--- src/rtl/auxReqPkg.sv ---
package auxReqPkg;
  localparam int ADDR_W     = 20;
  localparam int BYTE_W     = 8;
  localparam int CMD_W      = 4;
  localparam int NIB_W      = 4;
  localparam int MAX_LEN    = 16;
  localparam int HDR_BYTES  = 4;
  localparam int LEN_W      = $clog2(MAX_LEN + 1);
  localparam int IDX_W      = $clog2(HDR_BYTES + MAX_LEN);
  localparam int HDR_SEL_W  = $clog2(HDR_BYTES);
  localparam int PAY_SEL_W  = $clog2(MAX_LEN);
  localparam int STAT_W     = 8;
  localparam int PAY_W      = MAX_LEN * BYTE_W;

  localparam logic [CMD_W-1:0] CMD_CONT_MASK = 4'b0100;
  localparam logic [CMD_W-1:0] CMD_I2C_WR    = 4'h0;
  localparam logic [CMD_W-1:0] CMD_I2C_RD    = 4'h1;
  localparam logic [CMD_W-1:0] CMD_NAT_WR    = 4'h8;
  localparam logic [CMD_W-1:0] CMD_NAT_RD    = 4'h9;
  localparam logic [NIB_W-1:0] ADDR_ONLY_NIB = 4'h3;

  localparam logic [STAT_W-1:0] STAT_TIMEOUT = 8'd1;
  localparam logic [STAT_W-1:0] STAT_FLAGS   = 8'd2;
  localparam logic [STAT_W-1:0] STAT_FAULT   = 8'd3;

  typedef enum logic {ST_IDLE, ST_SEND} stT;

  typedef struct packed {
    logic load;
    logic step;
  } ctrlStrobeT;
endpackage

--- src/rtl/auxReqCtrl.sv ---
module auxReqCtrl
  import auxReqPkg::*;
(
  input  logic             clk,
  input  logic             rstN,
  input  logic             inValid,
  input  logic [CMD_W-1:0] inCmd,
  input  logic [LEN_W-1:0] inLen,
  input  logic             outReady,
  input  logic             lastByte,
  output logic             inReady,
  output logic             outValid,
  output ctrlStrobeT       strobe,
  output logic             errTooLong,
  output logic             errBadCmd
);
  stT stateQ;
  logic [CMD_W-1:0] baseCmd;
  logic cmdOk, lenOk, accept;

  assign baseCmd = inCmd & ~CMD_CONT_MASK;
  assign cmdOk   = (baseCmd == CMD_I2C_WR) || (baseCmd == CMD_I2C_RD) ||
                   (baseCmd == CMD_NAT_WR) || (baseCmd == CMD_NAT_RD);
  assign lenOk   = inLen <= LEN_W'(MAX_LEN);
  assign inReady = (stateQ == ST_IDLE);
  assign outValid = (stateQ == ST_SEND);
  assign accept  = inValid && inReady;

  always_comb begin
    strobe.load = accept && cmdOk && lenOk;
    strobe.step = outValid && outReady;
  end

  always_ff @(posedge clk) begin
    if (!rstN) begin
      stateQ     <= ST_IDLE;
      errTooLong <= 1'b0;
      errBadCmd  <= 1'b0;
    end else begin
      errTooLong <= accept && !lenOk;
      errBadCmd  <= accept && !cmdOk;
      case (stateQ)
        ST_IDLE: if (strobe.load) stateQ <= ST_SEND;
        ST_SEND: if (strobe.step && lastByte) stateQ <= ST_IDLE;
        default: stateQ <= ST_IDLE;
      endcase
    end
  end


  busy_after_load_chk: assert property (@(posedge clk) disable iff (!rstN)
    (inValid && inReady && cmdOk && lenOk) |=> !inReady);


  too_long_drop_chk: assert property (@(posedge clk) disable iff (!rstN)
    (inValid && inReady && !lenOk) |=> (errTooLong && !outValid && inReady));


  bad_cmd_drop_chk: assert property (@(posedge clk) disable iff (!rstN)
    (inValid && inReady && !cmdOk) |=> (errBadCmd && !outValid));
endmodule

--- src/rtl/auxReqDatapath.sv ---
module auxReqDatapath
  import auxReqPkg::*;
(
  input  logic              clk,
  input  logic              rstN,
  input  ctrlStrobeT        strobe,
  input  logic [CMD_W-1:0]  inCmd,
  input  logic [ADDR_W-1:0] inAddr,
  input  logic [LEN_W-1:0]  inLen,
  input  logic [PAY_W-1:0]  inPayload,
  output logic [BYTE_W-1:0] outData,
  output logic              lastByte
);
  logic [BYTE_W-1:0] hdrQ [HDR_BYTES];
  logic [BYTE_W-1:0] payQ [MAX_LEN];
  logic [BYTE_W-1:0] payIn [MAX_LEN];
  logic [BYTE_W-1:0] hdrIn [HDR_BYTES];
  logic [IDX_W-1:0]  idxQ, lastQ, lastIn;
  logic [NIB_W-1:0]  loNib, hiNib;
  logic [PAY_SEL_W-1:0] payIdx;
  logic isWrite;

  for (genvar k = 0; k < MAX_LEN; k++) begin : g_paySplit
    assign payIn[k] = inPayload[k*BYTE_W +: BYTE_W];
  end

  assign isWrite = !inCmd[0];

  always_comb begin
    loNib = (inLen == '0) ? '0 : NIB_W'(inLen - LEN_W'(1));
    if (inLen == '0)
      hiNib = ADDR_ONLY_NIB;
    else if (isWrite)
      hiNib = NIB_W'(HDR_BYTES + int'(inLen));
    else
      hiNib = NIB_W'(HDR_BYTES);
    lastIn = isWrite ? IDX_W'(HDR_BYTES - 1 + int'(inLen)) : IDX_W'(HDR_BYTES - 1);
    hdrIn[0] = inAddr[7:0];
    hdrIn[1] = inAddr[15:8];
    hdrIn[2] = {inCmd, inAddr[19:16]};
    hdrIn[3] = {hiNib, loNib};
  end

  always_ff @(posedge clk) begin
    if (!rstN) begin
      idxQ  <= '0;
      lastQ <= '0;
      for (int i = 0; i < HDR_BYTES; i++) hdrQ[i] <= '0;
      for (int i = 0; i < MAX_LEN; i++) payQ[i] <= '0;
    end else if (strobe.load) begin
      idxQ  <= '0;
      lastQ <= lastIn;
      for (int i = 0; i < HDR_BYTES; i++) hdrQ[i] <= hdrIn[i];
      for (int i = 0; i < MAX_LEN; i++) payQ[i] <= payIn[i];
    end else if (strobe.step) begin
      idxQ <= idxQ + IDX_W'(1);
    end
  end

  assign payIdx   = idxQ[PAY_SEL_W-1:0] - PAY_SEL_W'(HDR_BYTES);
  assign lastByte = (idxQ == lastQ);

  always_comb begin
    if (idxQ < IDX_W'(HDR_BYTES))
      outData = hdrQ[idxQ[HDR_SEL_W-1:0]];
    else
      outData = payQ[payIdx];
  end


  first_byte_addr_chk: assert property (@(posedge clk) disable iff (!rstN)
    strobe.load |=> (outData == $past(inAddr[7:0])));
endmodule

--- src/rtl/auxReplyDecode.sv ---
module auxReplyDecode
  import auxReqPkg::*;
(
  input  logic [STAT_W-1:0] rspStatus,
  input  logic [BYTE_W-1:0] rspAck,
  input  logic [LEN_W-1:0]  rspCount,
  input  logic [LEN_W-1:0]  rspReqLen,
  output logic              rspTimeout,
  output logic              rspIoErr,
  output logic              rspOk,
  output logic [NIB_W-1:0]  rspReply,
  output logic [LEN_W-1:0]  rspBytes
);
  logic ackLowUnused;
  assign ackLowUnused = ^rspAck[NIB_W-1:0];

  assign rspTimeout = (rspStatus == STAT_TIMEOUT);
  assign rspIoErr   = (rspStatus == STAT_FLAGS) || (rspStatus == STAT_FAULT);
  assign rspOk      = !rspTimeout && !rspIoErr;
  assign rspReply   = rspOk ? rspAck[BYTE_W-1:BYTE_W-NIB_W] : '0;
  assign rspBytes   = !rspOk ? '0 : (rspCount > rspReqLen) ? rspReqLen : rspCount;
endmodule

--- src/rtl/auxReqPacker.sv ---
module auxReqPacker
  import auxReqPkg::*;
(
  input  logic              clk,
  input  logic              rstN,
  input  logic              inValid,
  output logic              inReady,
  input  logic [CMD_W-1:0]  inCmd,
  input  logic [ADDR_W-1:0] inAddr,
  input  logic [LEN_W-1:0]  inLen,
  input  logic [PAY_W-1:0]  inPayload,
  output logic              outValid,
  input  logic              outReady,
  output logic [BYTE_W-1:0] outData,
  output logic              outLast,
  output logic              errTooLong,
  output logic              errBadCmd,
  input  logic [STAT_W-1:0] rspStatus,
  input  logic [BYTE_W-1:0] rspAck,
  input  logic [LEN_W-1:0]  rspCount,
  input  logic [LEN_W-1:0]  rspReqLen,
  output logic              rspTimeout,
  output logic              rspIoErr,
  output logic              rspOk,
  output logic [NIB_W-1:0]  rspReply,
  output logic [LEN_W-1:0]  rspBytes
);
  ctrlStrobeT strobe;
  logic lastByte;

  auxReqCtrl u_ctrl (
    .clk(clk), .rstN(rstN), .inValid(inValid), .inCmd(inCmd), .inLen(inLen),
    .outReady(outReady), .lastByte(lastByte), .inReady(inReady),
    .outValid(outValid), .strobe(strobe), .errTooLong(errTooLong),
    .errBadCmd(errBadCmd)
  );

  auxReqDatapath u_dp (
    .clk(clk), .rstN(rstN), .strobe(strobe), .inCmd(inCmd), .inAddr(inAddr),
    .inLen(inLen), .inPayload(inPayload), .outData(outData), .lastByte(lastByte)
  );

  auxReplyDecode u_dec (
    .rspStatus(rspStatus), .rspAck(rspAck), .rspCount(rspCount),
    .rspReqLen(rspReqLen), .rspTimeout(rspTimeout), .rspIoErr(rspIoErr),
    .rspOk(rspOk), .rspReply(rspReply), .rspBytes(rspBytes)
  );

  assign outLast = outValid && lastByte;


  stall_hold_chk: assert property (@(posedge clk) disable iff (!rstN)
    (outValid && !outReady) |=> (outValid && $stable(outData)));


  status_class_chk: assert property (@(posedge clk) disable iff (!rstN)
    $countones({rspOk, rspTimeout, rspIoErr}) == 1);


  byte_cap_chk: assert property (@(posedge clk) disable iff (!rstN)
    (rspBytes <= rspReqLen) && (rspBytes <= rspCount));
endmodule

--- config.mk ---
export PLATFORM = sky130hd
export DESIGN_NAME = auxReqPacker
export DESIGN_NICKNAME = d
export VERILOG_FILES = /design/src/rtl/auxReqPkg.sv /design/src/rtl/auxReqCtrl.sv /design/src/rtl/auxReqDatapath.sv /design/src/rtl/auxReplyDecode.sv /design/src/rtl/auxReqPacker.sv
export SDC_FILE = /design/constraint.sdc
export NUM_CORES = 1
export LEC_CHECK = 0
export BUFFER_PORTS_ARGS = -buffer_cell sky130_fd_sc_hd__buf_2
export CORE_MARGIN = 4
export CORE_UTILIZATION = 52
export CTS_BUF_LIST = sky130_fd_sc_hd__clkbuf_16
export CTS_CLUSTER_DIAMETER = 80
export DETAILED_ROUTE_END_ITERATION = 8
export GPL_TIMING_DRIVEN = 0
export PLACE_DENSITY = 0.82
export SYNTH_ARGS = -nofsm -noshare
export SYNTH_HDL_FRONTEND = slang
export SYNTH_HIERARCHICAL = 1
export SYNTH_SLANG_ARGS = --single-unit
--- constraint.sdc ---
create_clock -name clk -period 9.75 [get_ports clk]
set_clock_uncertainty 0.05 [all_clocks]
set_input_delay 0 -clock clk [delete_from_list [all_inputs] [get_ports clk]]
set_output_delay 0 -clock clk [all_outputs]
set_load 0.1 [all_outputs]
* Word level (Yosys, flattened, before mapping)
Memories as Yosys holds them, arrays and structs flattened. A register that Yosys moved wholly into a read port is not among the register bits.
Index checks and enable logic that the tools add are counted.
** Word-level totals
- Latch bits :: 0
- Bits of input ports :: 187
- Memories :: 2
- Word-level logic and storage cells :: 100
- Register bits :: 13
- Output and inout port bits :: 25
- RAM bits :: 160
- Bits in read-only memories :: 0
** Cells by class
- Multiplexer cells :: 36
- Equal/unequal tests :: 7
- Reduce and logical (&&, ||, !) cells :: 20
- $mul :: 0
- Div/mod/pow operators :: 0
- $lt $le $gt $ge :: 3
- Shifts and indexed selects :: 0
- Add/subtract/negate cells :: 5
- Bitwise gates (word level) :: 22
** Memories
- u_dp.payQ :: depth 16, bits a word 8, rd ports 1, clocked after memory_dff 0, wr ports 16, line auxReqDatapath.sv:15 : logic [BYTE_W-1:0] payQ [MAX_LEN];
- u_dp.hdrQ :: depth 4, bits a word 8, rd ports 1, clocked after memory_dff 1, wr ports 4, line auxReqDatapath.sv:14 : logic [BYTE_W-1:0] hdrQ [HDR_BYTES];
** Operators with widths (count)
- 2-to-1 mux 8 bit :: 21
- bitwise OR 1 bit :: 20
- equality test 8 x 2 -> 1 bit (second input constant) :: 2
- 2-to-1 mux 4 bit :: 4
- 2-to-1 mux 5 bit :: 3
- logical AND 1 bit :: 9
- equality test 8 x 1 -> 1 bit (second input constant) :: 1
- equality test 3 bit (second input constant) :: 2
- adder 2 x 5 -> 5 bit (first input constant) :: 1
- adder 5 x 1 -> 5 bit (second input constant) :: 1
- equality test 5 bit :: 1
- greater-than comparator 5 bit :: 1
- <= comparator 5 bit (second input constant) :: 1
- logical NOT 5 bit :: 1
- < comparator 5 x 3 -> 1 bit (second input constant) :: 1
- 2-to-1 mux 1 bit :: 5
- adder 3 x 4 -> 4 bit (first input constant) :: 1
- logical NOT 1 bit :: 4
- logical NOT 4 bit :: 1
- logical OR 1 bit :: 4
- 2-to-1 mux 2 bit :: 2
- subtractor 4 x 1 -> 4 bit (second input constant) :: 1
- subtractor 4 x 3 -> 4 bit (second input constant) :: 1
- equality test 3 x 1 -> 1 bit (second input constant) :: 1
- other kinds (3) :: 4

* Longest topological paths before layout
- Word-level depth :: 10
- Gate-level depth with buffers :: 7
- Gate-level depth less buffers :: 6

* Cells and area by module
The synthesis kept the hierarchy.
** By module, submodules not included
- auxReqDatapath :: cells each 529, instances 1, area an instance 7897.6 µm²
- auxReplyDecode :: cells each 43, instances 1, area an instance 324.1 µm²
- auxReqCtrl :: cells each 14, instances 1, area an instance 133.9 µm²
- auxReqPacker :: cells each 1, instances 1, area an instance 6.3 µm²

* Least setup slack after synthesis
OpenSTA, ideal clock, no wires.
- Path kind :: reg2reg
- Start point :: register u_ctrl.stateQ (netlist: u_ctrl/outValid)
- End point :: memory u_dp.hdrQ[0][0], enable pin
- Path buffers :: 1
- Setup time :: 0.585 ns
- Stages on the path, launching flop included :: 4
- Period minus slack after synthesis :: 6.663 ns
- Slack :: 3.087 ns
- Arrival time :: 6.027 ns
- Cells stage by stage :: dfxtp_1 nor4b_1 nand2b_1 clkbuf_1
** RTL lines
- start, declared :: line auxReqCtrl.sv:17 : stT stateQ;
- start signal, assigned :: line auxReqCtrl.sv:36 : stateQ <= ST_IDLE;
- start signal, assigned :: line auxReqCtrl.sv:43 : ST_IDLE: if (strobe.load) stateQ <= ST_SEND;
- start signal, assigned :: line auxReqCtrl.sv:44 : ST_SEND: if (strobe.step && lastByte) stateQ <= ST_IDLE;
- end, declared :: line auxReqDatapath.sv:14

==> results.sh <==
export IMPL_cts_buffer_depth=2
export IMPL_via_per_inst=5.63
export IMPL_mostFrequentLayoutCells="216 x buf_2, 163 x dlygate4sd3_1, 160 x edfxtp_1"
export IMPL_relSlewSlack_pct=41.7
export IMPL_cts_root_buf="clkbuf_16"
export IMPL_status="complete, no violations"
export IMPL_drc=0
export IMPL_worstSkewPairLatency_ns=0.43
export IMPL_area_growth_syn_to_layout_pct=43.1
export IMPL_synth_ff_type="edfxtp_1"
export IMPL_drt_iter0_drc=818
export IMPL_cts_num_sinks=175
export IMPL_r2r_start="u_dp/idxQ[1]"
export IMPL_total_power_mw=1.86
export IMPL_cts_resized=0
export IMPL_place_gp_congestion=0.845
export IMPL_finalHoldViolCount=0
export IMPL_start_kind="input port"
export IMPL_die_area_mm2=0.0182
export IMPL_ys_ff_latch=175
export IMPL_syn_avg_cell_area_um2=14.2
export IMPL_grt_pass1_wl_um=40100
export IMPL_fp_row_count=46
export IMPL_slowest_stage="nor4b_1"
export IMPL_crit_path_max_fanout=10
export IMPL_tightest_slew_ns=0.862
export IMPL_start_util_pct=52.8
export IMPL_arrival_ns=3.24
export IMPL_min_path_cells=3
export IMPL_yosysSeqAreaShare_pct=61.1
export IMPL_path_class="input port to register"
export IMPL_grtUsageTotal_pct=29.9
export IMPL_grt_antenna_before_repair=1
export IMPL_clk_pin_slew_ns=0.07
export IMPL_use_met3_pct=6.71
export IMPL_setup_violations=0
export IMPL_peakVddDrop_uv=136
export IMPL_nets=1176
export IMPL_drt_first_pass_iters=5
export IMPL_syn_inst=587
export IMPL_die_x_um=135
export IMPL_synth_edff_count=160
export IMPL_fillers=904
export IMPL_regToRegSetupSlack_ns=7.00
export IMPL_max_stage_delay_ns=0.74
export IMPL_die_h_um=135
export IMPL_hold_start="rstN"
export IMPL_path_cells="dlygate4sd3_1 -> buf_2 -> o41a_1 -> nor4b_1 -> clkbuf_1 -> clkbuf_1 -> and3_1"
export IMPL_r2r_cells=8
export IMPL_reg2reg_to="u_ctrl/outValid"
export IMPL_seqCellArea_mm2=0.00510
export IMPL_endpoint_kind="register"
export IMPL_fin_crit_sh_pct=31.0
export IMPL_htreeDepth=4
export IMPL_p_leak_nw=5.22
export IMPL_p_per_area_mw_per_mm2=155
export IMPL_top_usage_layer="met2"
export IMPL_yosysWarnings=6
export IMPL_crit_family="buffers and inverters"
export IMPL_crit_top_cell="clkbuf_1"
export IMPL_hold_class="input port to register"
export IMPL_rsz0062_at_grt="no"
export IMPL_vias=6792
export IMPL_critPathBufInv=4
export IMPL_numCtsBuffers=17
export IMPL_tritoncts="built"
export IMPL_cp_data_required_time_ns=9.97
export IMPL_grtUsageMet1_pct=36.4
export IMPL_hold_path_end="u_dp/hdrQ[3][0]"
export IMPL_grt_pass1_vias=7177
export IMPL_wirelength_um=26700
export IMPL_final_common_cell="buf_2"
export IMPL_syn_num_nets=785
export IMPL_core_area_mm2=0.0158
export IMPL_use_met2_pct=51.3
export IMPL_place_hpwl_um=15900
export IMPL_final_setup_tns_ns=0
export IMPL_port_buffers=207
export IMPL_syn_area_mm2=0.00836
export IMPL_ant_nets=0
export IMPL_layout_setup_ws_ns=6.73
export IMPL_maxSlewViolCount=0
export IMPL_ys_types=46
export IMPL_min_period_ns=3.02
export IMPL_multi_input_area_mm2=0.00295
export IMPL_fmax_mhz=331
export IMPL_grt_ovfl_total=0
export IMPL_drive_gt1_share_pct=28.1
export IMPL_fin_util_pct=75.6
export IMPL_grt_max_degree=75
export IMPL_ios=212
export IMPL_pre_cts_slack_ns=6.95
export IMPL_wl_per_cell_um=22.1
export IMPL_drv_cap=0
export IMPL_synthArstFlopShare_pct=0
[metal layers]
metal / up-vias / wire, um
li1: 3021 / -
met1: 3221 / 9560
met2: 469 / 13500
met3: 81 / 2590
met4: 0 / 1040
met5: - / 0
[worst reg2reg max path: cells and delay by family, from the launching register on]
| family | cells | cell delay (ns) |
|---|---|---|
| simple gates | 2 | 0.62 |
| xor+xnor | 1 | 0.10 |
| flops | 1 | 0.36 |
| compound gates | 1 | 0.06 |
| buf+inv | 4 | 1.44 |
[registers in the layout, summed over array words and instances (netlist names), named ones only]
signal,flops
u_ctrl/errBadCmd,1
u_ctrl/errTooLong,1
u_ctrl/outValid,1
u_dp/hdrQ,32
u_dp/idxQ,5
u_dp/lastQ,5
u_dp/payQ,128
[how the worst max path moves through the flow]
| stage | start | to | slack (ns) | depth (start not counted) |
|---|---|---|---|---|
| 2_1_floorplan | u_ctrl/outValid | u_dp/hdrQ[0][0] | 3.09 | 3 |
| 3_3_place_gp | inLen[0] | register | 1.48 | 6 |
| 3_5_place_dp | inLen[0] | u_dp/payQ[7][1] | 6.95 | 6 |
| 4_1_cts | inLen[0] | u_dp/payQ[7][3] | 6.85 | 7 |
| 5_1_grt | inLen[0] | u_dp/lastQ[0] | 6.50 | 8 |
| 6_report | inLen[0] | u_dp/payQ[7][5] | 6.73 | 7 |
[synthesized netlist by cell type (2+ instances only)]
cell / count / share of area (%)
a21oi_1: 5 / 0.30
a22oi_1: 8 / 0.72
and2_1: 55 / 4.1
and2_4: 4 / 0.42
and3_1: 103 / 7.7
buf_12: 2 / 0.48
buf_2: 9 / 0.54
buf_6: 2 / 0.27
clkbuf_1: 32 / 1.4
dfxtp_1: 15 / 3.6
edfxtp_1: 160 / 57
ha_1: 11 / 1.6
inv_1: 17 / 0.76
mux2i_1: 30 / 3.6
mux4_1: 14 / 4.4
mux4_2: 18 / 4.8
nand2_1: 25 / 1.1
nand3_1: 4 / 0.24
nand3b_1: 2 / 0.18
nor2_1: 13 / 0.58
nor2b_1: 2 / 0.15
nor3_1: 3 / 0.18
o211ai_1: 16 / 1.4
o21ai_0: 2 / 0.12
o22ai_1: 3 / 0.22
xnor2_1: 7 / 0.73
xor2_1: 6 / 0.63
[where the power goes]
part / switching (mW) / internal (mW) / leakage [nW] / total (mW)
Combinational: 0.152 / 0.119 / 3.13 / 0.271
Clock: 0.280 / 0.423 / 0.300 / 0.703
Sequential: 0.0154 / 0.867 / 1.80 / 0.882
Total: 0.447 / 1.41 / 5.22 / 1.86
[through the flow]
stage | hold WS, ns | cell area, um2 | instances
6_report | 0.151 | 12000 | 1207
5_1_grt | 0.190 | 12000 | 1207
4_1_cts | 0.123 | 12000 | 1206
3_5_place_dp | 0.228 | 9730 | 1012
3_3_place_gp | 0.231 | 9670 | 1010
2_1_floorplan | 0.0622 | 8360 | 587
[timing repair]
action,4_1_cts,5_1_grt
endpoints found under the hold margin,164,0
hold buffers,163,0
setup buffers,0,0
[cell families (layout without fill, tap and decap cells)]
kind of cell / count (synthesis) / count (layout) / synth area share (%)
xor gates and xnor gates: 13 / 13 / 1.36
DFF: 175 / 175 / 61.1
other: 0 / 1 / 0
muxes: 62 / 62 / 12.8
AOI/OAI and AO/OA: 42 / 42 / 3.76
and+or+nand+nor: 220 / 220 / 15.7
buffers and inverters: 64 / 467 / 3.62
adders and majority gates: 11 / 11 / 1.65
[cell type report]
type,count,area share (%)
diodes,1,0.0209
plain buffers,47,2.03
clock buffers,17,3.56
clock inverters,14,1.49
inverters,17,0.533
multi-input cells,348,24.7
flip-flops and latches,175,42.7
well taps,216,2.26
repair buffers,372,22.8
Power figures use the tool's default switching activity.
